[src/rtl/spike_sched.sv]
module spike_sched #(
  parameter int ADDR_W = 16,
  parameter int STEP_W = 16,
  parameter int DEPTH  = 16,
  parameter int OVF_W  = 8
) (
  input  logic              clk,
  input  logic              rst_n,
  input  logic [7:0]        rx_byte,
  input  logic              rx_valid,
  input  logic              step_tick,
  output logic [ADDR_W-1:0] ev_addr,
  output logic              ev_valid,
  output logic              fifo_full,
  output logic              fifo_empty,
  output logic [OVF_W-1:0]  ovf_count
);
  localparam int AW = $clog2(DEPTH);

  logic [1:0]        bsel;
  logic [7:0]        hi_q, lo_q;
  logic [STEP_W-1:0] t_acc, step_cnt;
  logic [AW:0]       wr_ptr, rd_ptr;
  logic [ADDR_W-1:0] mem_a [DEPTH];
  logic [STEP_W-1:0] mem_t [DEPTH];

  wire              word_done = rx_valid && (bsel == 2'd2);
  wire [STEP_W-1:0] t_new     = t_acc + STEP_W'(rx_byte);
  wire [ADDR_W-1:0] a_new     = ADDR_W'({hi_q, lo_q});

  assign fifo_empty = (wr_ptr == rd_ptr);
  assign fifo_full  = (wr_ptr[AW] != rd_ptr[AW]) && (wr_ptr[AW-1:0] == rd_ptr[AW-1:0]);

  wire push = word_done && !fifo_full;
  wire pop  = !fifo_empty && (mem_t[rd_ptr[AW-1:0]] == step_cnt);

  always_ff @(posedge clk) begin
    if (!rst_n) begin
      bsel <= '0;
      hi_q <= '0;
      lo_q <= '0;
      t_acc <= '0;
    end else if (rx_valid) begin
      case (bsel)
        2'd0: hi_q <= rx_byte;
        2'd1: lo_q <= rx_byte;
        default: t_acc <= t_new;
      endcase
      bsel <= (bsel == 2'd2) ? 2'd0 : bsel + 2'd1;
    end
  end

  always_ff @(posedge clk) begin
    if (!rst_n)         step_cnt <= '0;
    else if (step_tick) step_cnt <= step_cnt + 1'b1;
  end

  always_ff @(posedge clk) begin
    if (push) begin
      mem_a[wr_ptr[AW-1:0]] <= a_new;
      mem_t[wr_ptr[AW-1:0]] <= t_new;
    end
  end

  always_ff @(posedge clk) begin
    if (!rst_n) begin
      wr_ptr    <= '0;
      rd_ptr    <= '0;
      ev_valid  <= 1'b0;
      ev_addr   <= '0;
      ovf_count <= '0;
    end else begin
      if (push) wr_ptr <= wr_ptr + 1'b1;
      if (pop)  rd_ptr <= rd_ptr + 1'b1;
      ev_valid <= pop;
      if (pop) ev_addr <= mem_a[rd_ptr[AW-1:0]];
      if (word_done && fifo_full && ovf_count != '1)
        ovf_count <= ovf_count + 1'b1;
    end
  end
endmodule

[config.mk]
export PLATFORM = sky130hd
export DESIGN_NAME = spike_sched
export DESIGN_NICKNAME = d
export VERILOG_FILES = /design/src/rtl/spike_sched.sv
export SDC_FILE = /design/constraint.sdc
export NUM_CORES = 1
export LEC_CHECK = 0
export BUFFER_PORTS_ARGS = -buffer_cell sky130_fd_sc_hd__buf_2
export CORE_MARGIN = 2
export CORE_UTILIZATION = 60
export DETAILED_ROUTE_END_ITERATION = 16
export PLACE_DENSITY = 0.87
export SLEW_MARGIN = 20
export SYNTH_ARGS = -nofsm -noshare
export SYNTH_HDL_FRONTEND = slang
export SYNTH_SLANG_ARGS = --single-unit
[constraint.sdc]
create_clock -name clk -period 14.2 [get_ports clk]
set_input_delay 2.84 -clock clk [delete_from_list [all_inputs] [get_ports clk]]
set_output_delay 2.84 -clock clk [all_outputs]
set_load 0.02 [all_outputs]
==> key figures <==
Run status
  – Status: completed

Synth
  – Synthesized instance count: 1,298
  – Synth cell types: 54
  – Syn Area/Cell: 18.4 um^2
  – Post-synth top area share: 64.5%
  – Ys Warns: 0
  – EDFF count, synth: 512
  – Post-synthesis register bit count: 601
  – Most common cell in the netlist: edfxtp_1
  – Post-synth ARST share: 0%
  – Syn nets: 1,326
  – Primary FF master, synth: edfxtp_1
  – Most area-hungry cell type in the Yosys netlist: edfxtp_1
  – Seq/Total Area, Yosys: 72.0%
  – Post-synth top cells: 512 x edfxtp_1, 125 x mux4_2, 89 x dfxtp_1
  – Synth area leaders: edfxtp_1 65%, mux4_2 12%, dfxtp_1 7.5%
  – Post-Syn Area: 23,800 um^2

Floorplanning
  – DIE HEIGHT: 203 um
  – I/O pin count: 39
  – Die area: 41,300 um^2
  – Chip width: 203 um
  – Rows: 73
  – Core area: 39,500 um^2
  – Initial core utilization: 60.4%

STA
  – Hold slack final: 475 ps
  – Clock skew: 20.5 ps
  – # setup viols final: 0
  – Final min period: 6360 ps
  – Final hold vios: 0
  – Worst Tran Pin Value: 1130 ps
  – Max-slew headroom at the worst pin: 24.3%
  – Slew Limit Fails: 0
  – RSZ-0062 raised after global routing: false
  – Fmax: 0.157 GHz
  – Setup TNS Final: 0 ps
  – Crit share post-route: 44.8%

Final layout
  – Final #Nets: 1,384
  – Fin cells: 1,926
  – Storage cell area: 17,200 um^2
  – Share of layout cells above drive strength 1: 23.8%
  – Final Core Density: 67.5%
  – Fill count: 2,373
  – Area grow syn2layout: 11.8%
  – Multi-input gate area: 6390 um^2
  – N_diodes: 0

Worst setup path
  – Critical path arrival: 6610 ps
  – CP most frequent cell: a21oi_1
  – Crit-path max cell delay: 860 ps
  – R2R Setup Slk: 9920 ps
  – FF-to-FF path depth: 10
  – Worst-path maximum fanout: 16
  – Slowest CP cell: a21oi_1
  – CP endpoint kind: flop
  – Worst Setup Path Type: in2reg
  – Worst setup SP type: input port
  – Worst Path Required: 14,450 ps
  – CP Cell Sequence: buf_2 > ha_1 > fa_1 > a21o_1 > a21oi_1 > o21bai_1 > a21oi_1 > o21bai_1 > a21oi_1 > nor3_1 > xor2_1

Placed design
  – IO Port Bufs: 38
  – Final Wtd Congestion: 0.816
  – Placed Cells: 1,823
  – Dpl hpwl: 31,400 um

Detailed routing
  – Drt via density: 6.63
  – Post-route ant nets: 0
  – DR vias: 12,762
  – 1st-iter DRT viols: 1,823
  – DRT Pass-1 Iters: 5
  – DR WL/cell: 29.2 um
  – Final wirelength: 56,200 um
  – DRC violations left: 0

Clocking
  – TritonCTS clock tree: yes
  – H-Tree Depth: 2
  – Clock Tree Buf Depth: 3
  – TritonCTS buffer count: 56
  – # Post-CTS Setup Buffers: 0
  – Hold-fix buffers at CTS: 0
  – Clk Latency, worst-skew pair: 600 ps
  – Cts repair resizes: 0
  – Clock net sink count: 601
  – Root Buffer: clkbuf_16
  – Clock-pin slew on the worst setup and hold paths: 60 ps

Pwr
  – Leak pwr: 8.53 nW
  – Peak VDD IR: 0.000137 V
  – Pwr per Cell Area: 132 nW/um^2
  – Total chip power: 3.52 mW

GRT
  – Global-route wire length before repair: 82,700 um
  – Number of global-route vias before repair: 12,955
  – Initial antenna violation count: 0
  – Total grt overflow: 0
  – Tot GR Track Use: 27.6%
  – Largest net degree at the start of global routing: 70

Flow run
  – Max-Cap Viols: 0

Min path
  – Worst Hold Depth: 2
  – Hold Crit Class: reg2reg
[placed cells by master (no fill, tap or decap), types with 8 or more instances in the layout]
cell,synthesis,routed
nand2_1,36,36
o31ai_1,8,8
mux2_2,11,11
nor2_4,0,12
or4_1,8,8
nand3_1,34,34
clkinv_2,0,16
buf_2,9,38
clkbuf_16,0,59
buf_4,2,37
inv_1,10,10
ha_1,15,15
nor2_1,73,61
o21ai_0,22,22
mux2i_1,58,58
mux4_2,125,125
xnor2_1,40,36
nand4_1,15,15
xor2_1,40,39
edfxtp_1,512,512
dfxtp_1,89,84
a21oi_1,48,48
[layer usage]
| metal | routed length [um] | up-vias | part of all wire [%] | track usage (%) |
|---|---|---|---|---|
| li1 | - | 5270 | - | - |
| met1 | 20000 | 6508 | 36 | 36.8 |
| met2 | 28600 | 832 | 51 | 46.1 |
| met3 | 5420 | 152 | 9.6 | 4.68 |
| met4 | 2180 | 0 | 3.9 | 10.8 |
| met5 | 0 | - | 0 | 0 |
[per-stage QoR]
| stage | setup WS (ps) | instance area, um^2 |
|---|---|---|
| 2_1_floorplan | 7810 | 23800 |
| 3_3_place_gp | 7870 | 24700 |
| 3_5_place_dp | 7590 | 24700 |
| 4_1_cts | 8110 | 26600 |
| 5_1_grt | 7750 | 26600 |
| 6_report | 7840 | 26600 |
[report_power, final]
group / switching [mW] / internal, mW
clock: 0.634 / 0.907
sequential: 0.0149 / 1.92
combinational: 0.0335 / 0.0142
[sequential cells by signal (all words and copies together), names as in the netlist, named ones only]
| register | cells |
|---|---|
| ovf_count | 8 |
| mem_t | 256 |
| wr_ptr | 5 |
| mem_a | 256 |
| ev_addr | 16 |
| ev_valid | 1 |
| hi_q | 8 |
| t_acc | 16 |
| step_cnt | 16 |
| lo_q | 8 |
| bsel | 2 |
| rd_ptr | 5 |
[path summary, 6_finish.rpt]
| kind | start | end |
|---|---|---|
| setup / recovery | rx_byte[0] | mem_t[7][14] |
| hold / removal | ev_addr[11] | ev_addr[11] |
| setup reg to reg | t_acc[0] | mem_t[7][14] |
| hold reg to reg | ev_addr[11] | ev_addr[11] |
[cells by family (layout without fill, tap and decap cells)]
group / Yosys count / after routing / share of synthesized area [%]
buffers and inverters: 87 / 190 / 1.91
multiplexers: 200 / 200 / 15.4
XOR/XNOR: 80 / 80 / 2.94
adder cells (fa/ha/maj): 16 / 16 / 0.871
flip-flops: 601 / 601 / 72.0
AO/OA/AOI/OAI: 106 / 106 / 2.67
AND/OR/NAND/NOR: 208 / 208 / 4.19
[layout make-up]
| type | count | share of cell area (%) |
|---|---|---|
| sequential | 601 | 64.5 |
| multi-input combinational | 610 | 24.0 |
| clock buffer | 71 | 5.90 |
| tap | 525 | 2.47 |
| timing repair buffer | 75 | 1.76 |
| clock inverter | 32 | 1.25 |
| inverter | 12 | 0.169 |
[critical path: cells and delay by family]
family,cells,cell delay [ps]
xor gates and xnor gates,1,820
buffers and inverters,1,120
and+or+nand+nor,1,230
AOI/OAI and AO/OA,6,1960
adders and majority gates,2,630
(Power assumes the default switching activity.)
